**config.mk**
```make
export PLATFORM = sky130hd
export DESIGN_NAME = edma_csr
export DESIGN_NICKNAME = d
export VERILOG_FILES = /design/src/rtl/edma_csr_pkg.sv /design/src/rtl/edma_csr_decode.sv /design/src/rtl/edma_csr_ring.sv /design/src/rtl/edma_csr_status.sv /design/src/rtl/edma_csr.sv
export SDC_FILE = /design/constraint.sdc
export NUM_CORES = 1
export LEC_CHECK = 0
export ABC_AREA = 1
export BUFFER_PORTS_ARGS = -buffer_cell sky130_fd_sc_hd__buf_2
export CORE_ASPECT_RATIO = 0.7
export CORE_MARGIN = 1
export CORE_UTILIZATION = 31
export CTS_CLUSTER_DIAMETER = 40
export CTS_CLUSTER_SIZE = 12
export DETAILED_ROUTE_END_ITERATION = 7
export GPL_ROUTABILITY_DRIVEN = 0
export PLACE_DENSITY = 0.53
export RECOVER_POWER = 50
export REMOVE_ABC_BUFFERS = 1
export SKIP_CTS_REPAIR_TIMING = 1
export SYNTH_ARGS = -nofsm -noshare
export SYNTH_HDL_FRONTEND = slang
export SYNTH_HIERARCHICAL = 1
export SYNTH_SLANG_ARGS = --single-unit
```
**constraint.sdc**
```tcl
create_clock -name clk -period 2.6 [get_ports clk]
set_input_delay 0.39 -clock clk [delete_from_list [all_inputs] [get_ports clk]]
set_output_delay 0.39 -clock clk [all_outputs]
set_load 0.005 [all_outputs]
```
**src/rtl/edma_csr_pkg.sv**
```systemverilog
package edma_csr_pkg;

    localparam int WORD_AW = 10;
    localparam int CSR_DW  = 32;

    localparam logic [WORD_AW-1:0] WA_VERSION = 10'h008;
    localparam logic [WORD_AW-1:0] WA_BUSMODE = 10'h3C0;
    localparam logic [WORD_AW-1:0] WA_TXPOLL  = 10'h3C1;
    localparam logic [WORD_AW-1:0] WA_RXBASE  = 10'h3C3;
    localparam logic [WORD_AW-1:0] WA_TXBASE  = 10'h3C4;
    localparam logic [WORD_AW-1:0] WA_STATUS  = 10'h3C5;
    localparam logic [WORD_AW-1:0] WA_CTRL    = 10'h3C6;
    localparam logic [WORD_AW-1:0] WA_IEN     = 10'h3C7;
    localparam logic [WORD_AW-1:0] WA_TXCUR   = 10'h3D2;
    localparam logic [WORD_AW-1:0] WA_RXCUR   = 10'h3D3;

    localparam logic [31:0] VERSION_CODE = 32'h0000_1012;

    localparam int BUSMODE_SOFT_RST = 0;
    localparam int CTRL_TX_GO       = 13;
    localparam int CTRL_RX_GO       = 1;

    // status bit positions used by the engines
    localparam int ST_TX_DONE  = 0;
    localparam int ST_RX_DONE  = 6;
    localparam int ST_RX_NOBUF = 7;
    localparam int ST_ABN_SUM  = 15;
    localparam int ST_NRM_SUM  = 16;

    localparam int RING_RX   = 0;
    localparam int RING_TX   = 1;
    localparam int NUM_RINGS = 2;

    typedef enum logic [3:0] {
        SEL_NONE,
        SEL_VERSION,
        SEL_BUSMODE,
        SEL_TXPOLL,
        SEL_RXBASE,
        SEL_TXBASE,
        SEL_STATUS,
        SEL_CTRL,
        SEL_IEN,
        SEL_TXCUR,
        SEL_RXCUR
    } csr_sel_e;

    typedef struct packed {
        logic                 busmode;
        logic                 poll;
        logic [NUM_RINGS-1:0] base;
        logic                 status;
        logic                 ctrl;
        logic                 ien;
    } csr_we_t;

    function automatic csr_sel_e word_select(input logic [WORD_AW-1:0] w);
        case (w)
            WA_VERSION: return SEL_VERSION;
            WA_BUSMODE: return SEL_BUSMODE;
            WA_TXPOLL:  return SEL_TXPOLL;
            WA_RXBASE:  return SEL_RXBASE;
            WA_TXBASE:  return SEL_TXBASE;
            WA_STATUS:  return SEL_STATUS;
            WA_CTRL:    return SEL_CTRL;
            WA_IEN:     return SEL_IEN;
            WA_TXCUR:   return SEL_TXCUR;
            WA_RXCUR:   return SEL_RXCUR;
            default:    return SEL_NONE;
        endcase
    endfunction

endpackage

```
**src/rtl/edma_csr_decode.sv**
```systemverilog
module edma_csr_decode
    import edma_csr_pkg::*;
(
    input  logic               in_range,
    input  logic [WORD_AW-1:0] word,
    input  logic               we,
    output csr_sel_e           sel,
    output csr_we_t            wen
);
    always_comb begin
        sel = in_range ? word_select(word) : SEL_NONE;
        wen = '0;
        wen.busmode       = we && (sel == SEL_BUSMODE);
        wen.poll          = we && (sel == SEL_TXPOLL);
        wen.base[RING_RX] = we && (sel == SEL_RXBASE);
        wen.base[RING_TX] = we && (sel == SEL_TXBASE);
        wen.status        = we && (sel == SEL_STATUS);
        wen.ctrl          = we && (sel == SEL_CTRL);
        wen.ien           = we && (sel == SEL_IEN);
    end
endmodule

```
**src/rtl/edma_csr_ring.sv**
```systemverilog
module edma_csr_ring #(
    parameter int DW = 32
) (
    input  logic          clk,
    input  logic          rst,
    input  logic          load,
    input  logic [DW-1:0] load_val,
    output logic [DW-1:0] base,
    output logic [DW-1:0] cur
);
    always_ff @(posedge clk) begin
        if (rst) begin
            base <= '0;
            cur  <= '0;
        end else if (load) begin
            base <= load_val;
            cur  <= load_val;
        end
    end

    AST_BASE_LOADS_CUR: assert property (@(posedge clk) disable iff (rst)
        load |=> (cur == $past(load_val)));
    AST_CUR_HELD: assert property (@(posedge clk) disable iff (rst)
        !load |=> $stable(cur));
endmodule

```
**src/rtl/edma_csr_status.sv**
```systemverilog
module edma_csr_status #(
    parameter int DW = 32
) (
    input  logic          clk,
    input  logic          rst,
    input  logic          clr_en,
    input  logic [DW-1:0] clr_mask,
    input  logic [DW-1:0] set_vec,
    input  logic [DW-1:0] ien,
    output logic [DW-1:0] status,
    output logic          irq
);
    logic [DW-1:0] clr_eff;
    logic [DW-1:0] status_nx;

    always_comb begin
        clr_eff   = clr_en ? clr_mask : '0;
        status_nx = (status & ~clr_eff) | set_vec;
    end

    always_ff @(posedge clk) begin
        if (rst) status <= '0;
        else     status <= status_nx;
    end

    assign irq = |(status & ien);

    AST_W1C_CLEAR: assert property (@(posedge clk) disable iff (rst)
        (clr_en && set_vec == '0) |=> (status == ($past(status) & ~$past(clr_mask))));
    AST_SET_WINS: assert property (@(posedge clk) disable iff (rst)
        (|set_vec) |=> ((status & $past(set_vec)) == $past(set_vec)));
    AST_IRQ_CAUSE: assert property (@(posedge clk) disable iff (rst)
        $rose(irq) |-> ($past(|set_vec) || !$stable(ien)));
endmodule

```
**src/rtl/edma_csr.sv**
```systemverilog
module edma_csr
    import edma_csr_pkg::*;
#(
    parameter int AW = WORD_AW,
    parameter int DW = CSR_DW
) (
    input  logic          clk,
    input  logic          rst,
    input  logic [AW-1:0] csr_addr,
    input  logic          csr_we,
    input  logic [DW-1:0] csr_wdata,
    output logic [DW-1:0] csr_rdata,
    input  logic [DW-1:0] evt_set,
    output logic          tx_poll,
    output logic          tx_go,
    output logic          rx_go,
    output logic [DW-1:0] rx_ring_base,
    output logic [DW-1:0] tx_ring_base,
    output logic [DW-1:0] rx_cur_desc,
    output logic [DW-1:0] tx_cur_desc,
    output logic          irq
);
    localparam logic [DW-1:0] BUSMODE_KEEP = ~(DW'(1) << BUSMODE_SOFT_RST);

    logic          in_range;
    csr_sel_e      sel;
    csr_we_t       wen;
    logic [DW-1:0] busmode_q;
    logic [DW-1:0] ctrl_q;
    logic [DW-1:0] ien_q;
    logic [DW-1:0] status_q;
    logic [DW-1:0] rd_val;
    logic [DW-1:0] ring_base [NUM_RINGS];
    logic [DW-1:0] ring_cur  [NUM_RINGS];

    assign in_range = (csr_addr >> WORD_AW) == '0;

    edma_csr_decode u_decode (
        .in_range (in_range),
        .word     (csr_addr[WORD_AW-1:0]),
        .we       (csr_we),
        .sel      (sel),
        .wen      (wen)
    );

    for (genvar g = 0; g < NUM_RINGS; g++) begin : g_ring
        edma_csr_ring #(.DW(DW)) u_ring (
            .clk      (clk),
            .rst      (rst),
            .load     (wen.base[g]),
            .load_val (csr_wdata),
            .base     (ring_base[g]),
            .cur      (ring_cur[g])
        );
    end

    edma_csr_status #(.DW(DW)) u_status (
        .clk      (clk),
        .rst      (rst),
        .clr_en   (wen.status),
        .clr_mask (csr_wdata),
        .set_vec  (evt_set),
        .ien      (ien_q),
        .status   (status_q),
        .irq      (irq)
    );

    always_ff @(posedge clk) begin
        if (rst) begin
            busmode_q <= '0;
            ctrl_q    <= '0;
            ien_q     <= '0;
            tx_poll   <= 1'b0;
        end else begin
            if (wen.busmode) busmode_q <= csr_wdata & BUSMODE_KEEP;
            if (wen.ctrl)    ctrl_q    <= csr_wdata;
            if (wen.ien)     ien_q     <= csr_wdata;
            tx_poll <= wen.poll;
        end
    end

    always_comb begin
        case (sel)
            SEL_VERSION: rd_val = DW'(VERSION_CODE);
            SEL_BUSMODE: rd_val = busmode_q;
            SEL_RXBASE:  rd_val = ring_base[RING_RX];
            SEL_TXBASE:  rd_val = ring_base[RING_TX];
            SEL_STATUS:  rd_val = status_q;
            SEL_CTRL:    rd_val = ctrl_q;
            SEL_IEN:     rd_val = ien_q;
            SEL_TXCUR:   rd_val = ring_cur[RING_TX];
            SEL_RXCUR:   rd_val = ring_cur[RING_RX];
            default:     rd_val = '0;
        endcase
    end

    always_ff @(posedge clk) begin
        if (rst) csr_rdata <= '0;
        else     csr_rdata <= rd_val;
    end

    assign tx_go        = ctrl_q[CTRL_TX_GO];
    assign rx_go        = ctrl_q[CTRL_RX_GO];
    assign rx_ring_base = ring_base[RING_RX];
    assign tx_ring_base = ring_base[RING_TX];
    assign rx_cur_desc  = ring_cur[RING_RX];
    assign tx_cur_desc  = ring_cur[RING_TX];

    AST_POLL_FROM_WRITE: assert property (@(posedge clk) disable iff (rst)
        tx_poll |-> $past(wen.poll));
    AST_BUSMODE_RST_LOW: assert property (@(posedge clk) disable iff (rst)
        (sel == SEL_BUSMODE) |=> !csr_rdata[BUSMODE_SOFT_RST]);
    AST_VERSION_FIXED: assert property (@(posedge clk) disable iff (rst)
        (sel == SEL_VERSION) |=> (csr_rdata == DW'(VERSION_CODE)));
    AST_UNMAPPED_ZERO: assert property (@(posedge clk) disable iff (rst)
        (sel == SEL_NONE) |=> (csr_rdata == '0));
endmodule

```
Word level (Yosys, flattened, before mapping)
Cells that the tools add are included.
Storage, ports and cells
  flip-flop bits (word level): 224
  input bits: 77
  output and inout port bits: 164
Cells by class
  equality and inequality tests: 20
  muxes and demuxes: 3
  bitwise logic cells: 4
  reductions and logical operators: 10
Operators by type and width (number)
  32-bit case mux with 7 select lines: 1
  10-bit == test, second input constant: 9
  32-bit bitwise AND: 2
  4-bit case mux with 10 select lines: 1
  32-bit two-way mux: 1
  32-bit inverter: 1
  32-bit OR: 1
  32-bit OR reduction: 1
  4-bit by 3-bit == test with 1-bit output, second input constant: 4
  4-bit == test, second input constant: 3
  10-bit by 4-bit == test with 1-bit output, second input constant: 1
  4-bit by 2-bit == test with 1-bit output, second input constant: 2
  1-bit logical AND: 7
  4-bit by 1-bit == test with 1-bit output, second input constant: 1
  2-bit OR reduction: 2

Depth between registers and ports, before layout
Gate-level depths: netlist of run 1.
  word-level depth: 8
  gate-level depth with buffers: 17
  mapped depth without buffers: 16

Hierarchy
Netlist of run 1, hierarchy kept.
By module, submodules not included
  edma_csr: instances 1, cells each 977, area each 6148.4 um^2, sequential area each 2562.5 um^2
  edma_csr_ring: instances 2, cells each 235, area each 1579.0 um^2, sequential area each 640.6 um^2
  edma_csr_status: instances 1, cells each 197, area each 1322.5 um^2, sequential area each 640.6 um^2
  edma_csr_decode: instances 1, cells each 83, area each 429.2 um^2, sequential area each 0.0 um^2

Least setup slack after synthesis of run 1
OpenSTA, ideal clock, no wires.
  path kind: input -> register
  start point: input port csr_addr[2]
  end point: register csr_rdata[15]
  setup time: 0.132 ns
  arrival: 2.101 ns
  data required time: 2.468 ns
  setup slack: 0.367 ns
  stages on the path: 16
  path buffers: 2
  cell sequence: inv_1 > nand2_1 > nor2_4 > nand3_1 > nand3_1 > nand2_2 > a21oi_1 > inv_2 > nand2_1 > nor2_1 > buf_4 > buf_4 > nand2_1 > nand2_1 > nor2_1 > a21oi_1
Between the ends
  longest elaborated chain between the ends: 5
Ends and longest elaborated chain
  start: declaration: RTL line edma_csr.sv:9  | input logic [AW-1:0] csr_addr,
  10-bit == test or 10-bit by 4-bit == test with 1-bit output (tied branches): RTL line edma_csr_pkg.sv:58  | case (w)
  4-bit case mux with 10 select lines *: RTL line edma_csr_pkg.sv:58
  named net sel[0]: RTL line edma_csr.sv:26  | csr_sel_e sel;
  4-bit == test or 4-bit by 3-bit == test with 1-bit output (tied branches): RTL line edma_csr.sv:83  | case (sel)
  2-bit OR reduction (no source line)
  32-bit case mux with 7 select lines *: RTL line edma_csr.sv:83
  end signal: assignment: RTL line edma_csr.sv:99  | else csr_rdata <= rd_val;
  end: declaration: RTL line edma_csr.sv:12  | output logic [DW-1:0] csr_rdata,
Mark *: on every way through the listed nets, which the timed path passes. The rest lies on a longest branch.
A chain may end at the register's enable or synchronous reset.

==> results.rst, run 1 <==
.. list-table::
   :header-rows: 1

   * - Metric
     - Value
   * - Outcome
     - finished, final reports clean
   * - Total wire length
     - 38.9 mm
   * - Maximum number of pins on one net before global-route repair
     - 65
   * - Buffer depth of the longest clock path
     - 3
   * - Row Count
     - 57
   * - Fraction of final layout cells with drive strength greater than 1
     - 0.170
   * - Hold Crit Class
     - primary input to register
   * - Cts bufs inserted
     - 31
   * - Top FF cell, synth
     - sky130_fd_sc_hd__dfxtp_1
   * - Fin Hold WS
     - 0.00673 ns
   * - Number of global-route vias before repair
     - 10.5k
   * - Cell total after placement
     - ~2.3k
   * - Core area
     - 0.0349 mm^2
   * - Violation count after the first detailed-route iteration
     - 787
   * - Final Hold Viols
     - 0
   * - Die Width
     - ~230 um
   * - Post-synthesis instance area
     - 0.0111 mm^2
   * - Pwr per Cell Area
     - around 600 mW/mm^2
   * - Most common cell after layout, fill and taps aside
     - sky130_fd_sc_hd__nand2_1
   * - Initial Utilization
     - 0.317
   * - Setup clock skew after layout
     - roughly 0.022 ns
   * - Finished Core Util
     - 0.386
   * - Global-route total usage across every layer
     - 0.210
   * - CP Max Fanout
     - 64
   * - Total power after layout
     - 0.00808 W
   * - Via count
     - 11.3k
   * - Count of different cell masters after synthesis
     - 26
   * - IO Port Bufs
     - 240
   * - Total clock sinks
     - roughly 220
   * - Synthesized area per cell
     - 6.40 um^2
   * - P&R area growth vs syn
     - 21.6%
   * - Final Critical Period
     - between 2 and 2.5 ns
   * - Buffer cell driving the clock tree root
     - sky130_fd_sc_hd__clkbuf_16
   * - Total congestion overflow after global routing
     - 0
   * - Mean number of vias per cell
     - about 4.7
   * - Post-synthesis async set-or-reset flop share
     - 0
   * - Average wire per standard cell
     - 16.2 um
   * - Max-capacitance violation count
     - 0
   * - Clock-pin slew on the worst setup and hold paths
     - 0.06 ns
   * - Count of H-tree levels built during CTS
     - 1
   * - Setup-failing EPs final
     - 0
   * - Clock tree from TritonCTS
     - built
   * - Count of nets after finishing
     - 1974
   * - Number of synthesized flops with an enable pin
     - 0
   * - Reported leakage power
     - 6.53 nW
   * - DP Wirelength
     - 26.0 mm
   * - Period utilisation layout
     - 0.852
   * - CP startpoint kind
     - primary input
   * - Number of antenna violations at the first check in global routing
     - 0
   * - Number of diodes
     - 0
   * - First-pass GRT wire length
     - ~60 mm
   * - Sequential area share after synthesis
     - 0.406
   * - Peak Freq
     - 452 MHz
   * - Highest-count cells in the layout ignoring fill and taps
     - 483 x sky130_fd_sc_hd__nand2_1, 399 x sky130_fd_sc_hd__nor2_1, 224 x sky130_fd_sc_hd__dfxtp_1
   * - Number of register bits inferred by synthesis
     - approximately 220
   * - Remaining design rule violation count
     - 0
   * - WS Path Type
     - primary input to register
   * - Setup repair after global routing missed its margin
     - no
   * - Synth warn
     - 6
   * - Chip Height
     - 160 um
   * - Required time worst endpoint
     - 3.06 ns
   * - Antenna-violating nets left
     - 0
   * - Post-Syn Instances
     - ~1.7k
   * - Headroom to the max-slew limit
     - 0.447
   * - Die Area
     - 0.0364 mm^2
   * - First drt pass iteration count
     - 5
   * - Max rail drop VDD
     - around 0.42 mV
   * - Max-slew violation count
     - 0
   * - Arrival time at the worst endpoint
     - 2.68 ns
   * - Kind of end point of the critical path
     - register
   * - Later-pin clock latency in the skew report
     - 0.58 ns
   * - Transition at the pin with the smallest max-transition slack
     - 0.830 ns
   * - # IOs
     - around 240
   * - Post-Layout Cell Count
     - around 2.4k
[registers in the layout, indices dropped and copies added (netlist names)]
signal             cells
g_ring.u_ring/cur     64
tx_poll                1
ien_q                 32
u_status/status       32
ctrl_q                32
busmode_q             31
csr_rdata             32
[where the power goes]
| part | internal (W) | total [W] | leakage (nW) | switching (W) |
|---|---|---|---|---|
| Combinational | 0.000109 | 0.000325 | 4.22 | 0.000216 |
| Clock | 0.00252 | 0.00425 | 0.492 | 0.00173 |
| Sequential | 0.00347 | 0.00350 | 1.81 | 0.0000327 |
| Total | 0.00610 | 0.00808 | 6.53 | 0.00198 |
[synth_stat cells, types with 4 or more instances]
| cell | n | share of area |
|---|---|---|
| sky130_fd_sc_hd__inv_2 | 4 | 0.0014 |
| sky130_fd_sc_hd__nand4_1 | 4 | 0.0023 |
| sky130_fd_sc_hd__a21oi_1 | 84 | 0.038 |
| sky130_fd_sc_hd__buf_4 | 68 | 0.046 |
| sky130_fd_sc_hd__nand2_1 | 482 | 0.16 |
| sky130_fd_sc_hd__clkbuf_1 | 39 | 0.013 |
| sky130_fd_sc_hd__inv_1 | 118 | 0.040 |
| sky130_fd_sc_hd__nand2_2 | 4 | 0.0023 |
| sky130_fd_sc_hd__o21ai_0 | 99 | 0.045 |
| sky130_fd_sc_hd__o21ai_1 | 18 | 0.0081 |
| sky130_fd_sc_hd__buf_2 | 29 | 0.013 |
| sky130_fd_sc_hd__nor2_1 | 409 | 0.14 |
| sky130_fd_sc_hd__nand3_1 | 108 | 0.049 |
| sky130_fd_sc_hd__buf_6 | 17 | 0.017 |
| sky130_fd_sc_hd__dfxtp_1 | 224 | 0.41 |
| sky130_fd_sc_hd__nor2_4 | 5 | 0.0051 |
[worst max-delay path: stages]
cell and delay [ns]:
sky130_fd_sc_hd__buf_2 0.11, sky130_fd_sc_hd__inv_1 0.06, sky130_fd_sc_hd__nand2_1 0.13, sky130_fd_sc_hd__nor2_8 0.18, sky130_fd_sc_hd__nand3_2 0.11, sky130_fd_sc_hd__a21oi_2 0.19
sky130_fd_sc_hd__buf_4 0.20, sky130_fd_sc_hd__nand3_2 0.20, sky130_fd_sc_hd__nor2_4 0.15, sky130_fd_sc_hd__clkbuf_4 0.69, sky130_fd_sc_hd__nand2_1 0.11, sky130_fd_sc_hd__nand2_1 0.08
sky130_fd_sc_hd__nor2_1 0.05
[path summary, 6_finish.rpt]
check             slack, ns  cells after the start                                     to                           from
setup / recovery       0.39                     13  g_ring[0].u_ring/cur[22]$_SDFFE_PP0P_                    csr_addr[4]
hold / removal        0.007                      3          u_status/status[5]$_SDFF_PP0_                     evt_set[5]
setup reg to reg       1.67                      6                csr_rdata[1]$_SDFF_PP0_  u_status/status[1]$_SDFF_PP0_
hold reg to reg        0.45                      2                 ctrl_q[3]$_SDFFE_PP0P_         ctrl_q[3]$_SDFFE_PP0P_
[per-stage QoR]
step	instance area, um^2	setup slack, ns	setup TNS [ns]
6_report	13400	0.386	0
3_3_place_gp	12500	0.0415	0
4_1_cts	13500	0.500	0
3_5_place_dp	12500	-0.0309	-0.0405
5_1_grt	13400	0.179	0
2_1_floorplan	10100	-1.19	-109.09
[cell type report]
cell class	count	area [um^2]
Multi-Input combinational cell	1230	5210
Sequential cell	224	4480
Clock buffer	39	836
Tap cell	472	591
Fill cell	3725	21400
Inverter	123	462
Clock inverter	19	208
Timing Repair Buffer	287	1650
[logic make-up (layout without fill, tap and decap cells)]
| kind of cell | Yosys count | after routing | share of synthesized area |
|---|---|---|---|
| simple gates | 1024 | 1024 | 0.371 |
| buf+inv | 276 | 468 | 0.132 |
| compound gates | 202 | 202 | 0.0918 |
| flops | 224 | 224 | 0.406 |
| other cells | 1 | 4 | 0.000339 |
[metal layers]
metal,global-route usage,routed length [um],vias to the layer above
li1,-,-,5649
met2,0.333,16800,394
met1,0.293,18500,5154
met5,0,0,-
met3,0.0377,2580,61
met4,0.0531,923,0
Power figures use the tool's default switching activity.
==> inputs of run 2 (changes only) <==
Settings changed: MAX_ROUTING_LAYER from default to met4.
==> run 2 against run 1 <==
Net effect: cell area about the same; first-iteration DRC count decreased by 12%; largest power group unchanged; register-to-register slack about the same; clock skew up 0.0016 ns; hold slack about the same; flip-flop and latch count is the same; die area did not move.
==> results.rst, run 2 (synthesized netlist as in run 1, its figures left out) <==
.. list-table::
   :header-rows: 1

   * - Metric
     - Value
   * - Number of diodes
     - 0
   * - Arrival time at the worst endpoint
     - 2.65 ns
   * - Average wire per standard cell
     - around 16 um
   * - Count of H-tree levels built during CTS
     - 1
   * - Row Count
     - 57
   * - Total wire length
     - 38.8 mm
   * - Standard cell with the maximum stage delay on the critical path
     - sky130_fd_sc_hd__clkbuf_2
   * - Finished Core Util
     - 0.386
   * - Setup-failing EPs final
     - 0
   * - Setup repair after global routing missed its margin
     - no
   * - Hold Crit Class
     - primary input to register
   * - Kind of cell adding the most delay to the critical path
     - simple AND/OR/NAND/NOR gates
   * - Violation count after the first detailed-route iteration
     - between 600 and 700
   * - Total congestion overflow after global routing
     - 0
   * - Number of global-route vias before repair
     - 10.5k
   * - Cell total after placement
     - 2335
   * - Remaining design rule violation count
     - 0
   * - Worst R2R Start
     - u_status/status[1]$_SDFF_PP0_
   * - IO Port Bufs
     - between 200 and 250
   * - Launching instance or port of the critical path
     - csr_addr[4]
   * - Instance area at placement
     - 0.0125 mm^2
   * - Total clock sinks
     - 224
   * - Source of the worst hold timing path
     - evt_set[5]
   * - Maximum number of pins on one net before global-route repair
     - 65
   * - Total negative slack
     - 0 ns
   * - WS Path Type
     - primary input to register
   * - Clock-pin slew on the worst setup and hold paths
     - 0.06 ns
   * - Transition at the pin with the smallest max-transition slack
     - 0.824 ns
   * - Total power after layout
     - 0.00808 W
   * - Mean number of vias per cell
     - 4.68
   * - Area taken by flip-flops and latches
     - 0.00448 mm^2
   * - DP Wirelength
     - 26.0 mm
   * - Chip Height
     - 160 um
   * - # IOs
     - 241
   * - Later-pin clock latency in the skew report
     - between 0.5 and 0.6 ns
   * - Final Critical Period
     - between 2 and 2.5 ns
   * - Via count
     - 11.2k
   * - Max-capacitance violation count
     - 0
   * - Required time worst endpoint
     - 3.03 ns
   * - Antenna-violating nets left
     - 0
   * - Register with the highest flop count
     - g_ring.u_ring/cur
   * - Largest register FFs
     - 64
   * - Number of antenna violations at the first check in global routing
     - 0
   * - Die Area
     - roughly 0.036 mm^2
   * - First-pass GRT wire length
     - 60.5 mm
   * - Sequence of cells on the critical path
     - buf_2 -> inv_1 -> nand2_1 -> nor2_8 -> nand3_1 -> nand3_1 -> nand2_2 -> inv_1 -> nand2_1 -> nor2_1 -> clkinv_1 -> clkbuf_2 -> o21ai_0 -> a21oi_1
   * - Die Width
     - ~230 um
   * - CP startpoint kind
     - primary input
   * - Post-Layout Cell Count
     - between 2k and 2.5k
   * - Filler cell count in the final layout
     - 3723
   * - Outcome
     - finished, final reports clean
   * - Setup clock skew after layout
     - about 0.023 ns
   * - Clock tree from TritonCTS
     - built
   * - Core area
     - around 0.035 mm^2
   * - Area occupied by multi-input gates
     - 0.00521 mm^2
   * - Most common cell after layout, fill and taps aside
     - sky130_fd_sc_hd__nand2_1
   * - Buffer cell driving the clock tree root
     - sky130_fd_sc_hd__clkbuf_16
   * - Max rail drop VDD
     - 0.421 mV
   * - Fraction of final layout cells with drive strength greater than 1
     - 0.170
   * - First drt pass iteration count
     - 8
   * - Cts bufs inserted
     - 31
   * - Kind of end point of the critical path
     - register
   * - Buffer depth of the longest clock path
     - 3
   * - P&R area growth vs syn
     - 21.7%
   * - Highest-count cells in the layout ignoring fill and taps
     - 483 x sky130_fd_sc_hd__nand2_1, 399 x sky130_fd_sc_hd__nor2_1, 224 x sky130_fd_sc_hd__dfxtp_1
   * - Max-slew violation count
     - 0
   * - Count of nets after finishing
     - 1974
   * - Reported leakage power
     - 6.53 nW
   * - Pwr per Cell Area
     - 600 mW/mm^2
   * - Final instance area
     - 0.0135 mm^2
   * - Peak Freq
     - 449 MHz
   * - Period utilisation layout
     - 0.856
   * - Largest stage delay on the critical path
     - 0.35 ns
   * - Final Hold Viols
     - 0
   * - Number of buffer and inverter stages on the critical path
     - 5
   * - Initial Utilization
     - 0.317
   * - CP Max Fanout
     - 22
   * - Global-route total usage across every layer
     - 0.217
   * - Headroom to the max-slew limit
     - 0.451
-- run 2: report_power, final --
group	switching (W)	internal (W)	total [W]	leakage, nW
Sequential	0.0000325	0.00347	0.00350	1.81
Combinational	0.000215	0.000109	0.000324	4.22
Clock	0.00174	0.00252	0.00425	0.492
Total	0.00198	0.00610	0.00808	6.53
-- run 2: tightest hold or removal path: stages --
cell and delay, ns:
sky130_fd_sc_hd__buf_2 0.08, sky130_fd_sc_hd__a21oi_1 0.03, sky130_fd_sc_hd__nor2_1 0.06
-- run 2: final timing paths --
path | endpoint | slack (ns) | cells after the start
max | ien_q[14]$_SDFFE_PP0P_ | 0.37 | 14
min reg2reg | ctrl_q[3]$_SDFFE_PP0P_ | 0.45 | 2
min | u_status/status[5]$_SDFF_PP0_ | 0.006 | 3
max reg2reg | csr_rdata[1]$_SDFF_PP0_ | 1.67 | 6
-- run 2: stage by stage --
step	setup WS, ns	hold slack [ns]
after CTS	0.500	-0.0170
final	0.375	0.00626
after global routing	0.180	0.0132
after detailed placement	-0.0309	0.449
after floorplan	-1.19	0.431
after global placement	0.0415	0.440
-- run 2: final cells by class --
cell class	count	area share
clock inverters	19	0.0154
repair buffers	287	0.124
multi-input cells	1230	0.387
flip-flops and latches	224	0.333
well taps	472	0.0439
clock buffers	39	0.0621
inverters	123	0.0343
-- run 2: metal layers --
layer | vias up | share of wire | global-route usage
li1 | 5647 | - | -
met1 | 5132 | 0.48 | 0.295
met2 | 373 | 0.43 | 0.333
met3 | 57 | 0.060 | 0.0354
met4 | 0 | 0.024 | 0.0531
met5 | - | 0 | -
==> inputs of run 3 (changes only) <==
Settings changed: CORE_UTILIZATION 31 to 30, PLACE_DENSITY 0.53 to 0.52.
==> run 3 against run 2 <==
Net effect: setup slack gained 0.029 ns; combinational power shrank 3%; flip-flop and latch count is the same; hold slack gained 0.026 ns; non-clock buffer count shrank 6; utilization shrank 1.6 points; highest routed layer unchanged; clock skew shrank 0.011 ns; total power grew 1.6%; largest cell class unchanged; register-to-register slack lost 0.11 ns; clock power grew 3%; sequential share of layout area grew 0.21 points; die area grew 3.3%.
==> results.rst, run 3 (synthesized netlist as in run 1, its figures left out) <==
.. list-table::
   :header-rows: 1

   * - Metric
     - Value
   * - Global-route total usage across every layer
     - 0.209
   * - Count of H-tree levels built during CTS
     - 1
   * - Standard cell with the maximum stage delay on the critical path
     - sky130_fd_sc_hd__nor2_4
   * - Later-pin clock latency in the skew report
     - 0.56 ns
   * - Source of the worst hold timing path
     - evt_set[31]
   * - Via count
     - 11.1k
   * - Arrival time at the worst endpoint
     - approximately 2.7 ns
   * - Total clock sinks
     - approximately 220
   * - Number of global-route vias before repair
     - around 10k
   * - Worst R2R Setup Slack
     - roughly 1.6 ns
   * - Setup-failing EPs final
     - 0
   * - Die Width
     - 231 um
   * - First drt pass iteration count
     - 5
   * - Sequence of cells on the critical path
     - buf_2 -> nand2_1 -> inv_1 -> nand3_2 -> nand2_1 -> o21ai_0 -> a21oi_1 -> inv_2 -> nand2_1 -> nor2_4 -> nand2_1 -> nand2_1 -> nor2_1 -> a21oi_1
   * - CP startpoint kind
     - primary input
   * - Core area
     - 0.0361 mm^2
   * - Area taken by flip-flops and latches
     - about 0.0045 mm^2
   * - Number of buffer and inverter stages on the critical path
     - 3
   * - Period utilisation layout
     - 0.845
   * - Buffer depth of the longest clock path
     - 3
   * - Depth of the worst hold-timing path
     - 3
   * - Antenna-violating nets left
     - 0
   * - Maximum number of pins on one net before global-route repair
     - 65
   * - R2R cell count
     - 6
   * - Largest register FFs
     - 64
   * - Transition at the pin with the smallest max-transition slack
     - 1.01 ns
   * - Cts bufs inserted
     - 31
   * - Setup repair after global routing missed its margin
     - no
   * - Highest-count cells in the layout ignoring fill and taps
     - 482 x sky130_fd_sc_hd__nand2_1, 399 x sky130_fd_sc_hd__nor2_1, 224 x sky130_fd_sc_hd__dfxtp_1
   * - Largest stage delay on the critical path
     - 0.80 ns
   * - Max-capacitance violation count
     - 0
   * - Kind of end point of the critical path
     - register
   * - Final Hold Viols
     - 0
   * - Hold Crit Class
     - primary input to register
   * - Violation count after the first detailed-route iteration
     - 878
   * - Final setup slack of the worst path
     - 0.404 ns
   * - Finished Core Util
     - 0.370
   * - IO Port Bufs
     - 240
   * - Filler cell count in the final layout
     - slightly below 4k
   * - Reg-to-reg critical path endpoint
     - csr_rdata[1]$_SDFF_PP0_
   * - DP Wirelength
     - 25.3 mm
   * - Buffer cell driving the clock tree root
     - sky130_fd_sc_hd__clkbuf_16
   * - End point of the worst hold path
     - u_status/status[31]$_SDFF_PP0_
   * - Row Count
     - 58
   * - Total congestion overflow after global routing
     - 0
   * - Clock tree from TritonCTS
     - built
   * - Remaining design rule violation count
     - 0
   * - Clock-pin slew on the worst setup and hold paths
     - 0.06 ns
   * - Total power after layout
     - 0.00821 W
   * - Setup clock skew after layout
     - 0.0122 ns
   * - Number of antenna violations at the first check in global routing
     - 0
   * - Register with the highest flop count
     - g_ring.u_ring/cur
   * - Total wire length
     - 39.0 mm
   * - Minimum setup slack after placement
     - -0.141 ns
   * - Required time worst endpoint
     - 3.07 ns
   * - Fraction of final layout cells with drive strength greater than 1
     - 0.159
   * - Reported leakage power
     - between 6 and 7 nW
   * - Mean number of vias per cell
     - ~4.6
   * - Initial Utilization
     - 0.306
   * - CP Max Fanout
     - 28
   * - Critical Path Most Common Cell
     - sky130_fd_sc_hd__nand2_1
   * - Pwr per Cell Area
     - 614 mW/mm^2
   * - Kind of cell adding the most delay to the critical path
     - simple AND/OR/NAND/NOR gates
   * - Cell total after placement
     - 2338
   * - Peak Freq
     - about 460 MHz
   * - Max rail drop VDD
     - 0.445 mV
   * - Max-slew violation count
     - 0
   * - Outcome
     - finished, final reports clean
   * - Headroom to the max-slew limit
     - 0.322
   * - Area occupied by multi-input gates
     - 0.00520 mm^2
   * - Post-Layout Cell Count
     - around 2.4k
   * - Worst R2R Start
     - u_status/status[1]$_SDFF_PP0_
   * - Most common cell after layout, fill and taps aside
     - sky130_fd_sc_hd__nand2_1
   * - Average wire per standard cell
     - 16.3 um
   * - WS Path Type
     - primary input to register
   * - Final Critical Period
     - 2.20 ns
   * - P&R area growth vs syn
     - 21.0%
   * - Chip Height
     - 163 um
   * - Count of nets after finishing
     - 1968
   * - First-pass GRT wire length
     - 59.0 mm
   * - Number of diodes
     - 0
   * - Die Area
     - around 0.038 mm^2
   * - # IOs
     - around 240
run 3: worst max path at each step:
stage	from	end	slack, ns	cells after the start
after floorplan	csr_addr[2]	csr_rdata[14]$_SDFF_PP0_	-1.19	12
after global placement	csr_addr[0]	csr_rdata[7]$_SDFF_PP0_	-0.1	14
after detailed placement	csr_addr[0]	csr_rdata[23]$_SDFF_PP0_	-0.14	14
after CTS	csr_addr[0]	csr_rdata[23]$_SDFF_PP0_	0.43	14
after global routing	csr_addr[5]	csr_rdata[7]$_SDFF_PP0_	0.19	15
final	csr_addr[0]	csr_rdata[27]$_SDFF_PP0_	0.40	14
run 3: per-stage QoR:
stage / TNS [ns] / hold WS, ns / cell area [um^2]
6_report: 0 / 0.0324 / 13400
3_5_place_dp: -3.15 / 0.443 / 12400
4_1_cts: 0 / 0.0122 / 13500
3_3_place_gp: -0.624 / 0.442 / 12400
5_1_grt: 0 / 0.0353 / 13400
2_1_floorplan: -109.09 / 0.431 / 10100
run 3: final cells by class:
cell class | count | share of cell area
clock buffers | 36 | 0.0616
clock inverters | 19 | 0.0180
inverters | 123 | 0.0345
multi-input cells | 1230 | 0.389
flip-flops and latches | 224 | 0.335
well taps | 480 | 0.0449
repair buffers | 281 | 0.117
run 3: routing by layer:
metal  part of all wire  wire, um  GRT usage  vias to the layer above
met5                  0         0          -                        -
met4              0.016       607     0.0391                        0
met3              0.063      2470     0.0285                       52
met2               0.44     17200      0.324                      362
met1               0.48     18800      0.290                     5093
li1                   -         -          -                     5619
run 3: power breakdown:
group / internal (W) / switching (W)
Clock: 0.00268 / 0.00171
Sequential: 0.00347 / 0.0000322
Combinational: 0.000100 / 0.000213
run 3: worst reg2reg max path, cell delays in order (launching register included):
cell and delay [ns]:
sky130_fd_sc_hd__dfxtp_1 0.36, sky130_fd_sc_hd__inv_1 0.05, sky130_fd_sc_hd__nor3_1 0.29, sky130_fd_sc_hd__nor2_1 0.09, sky130_fd_sc_hd__nand3_1 0.09, sky130_fd_sc_hd__nand2_1 0.05
sky130_fd_sc_hd__inv_1 0.07
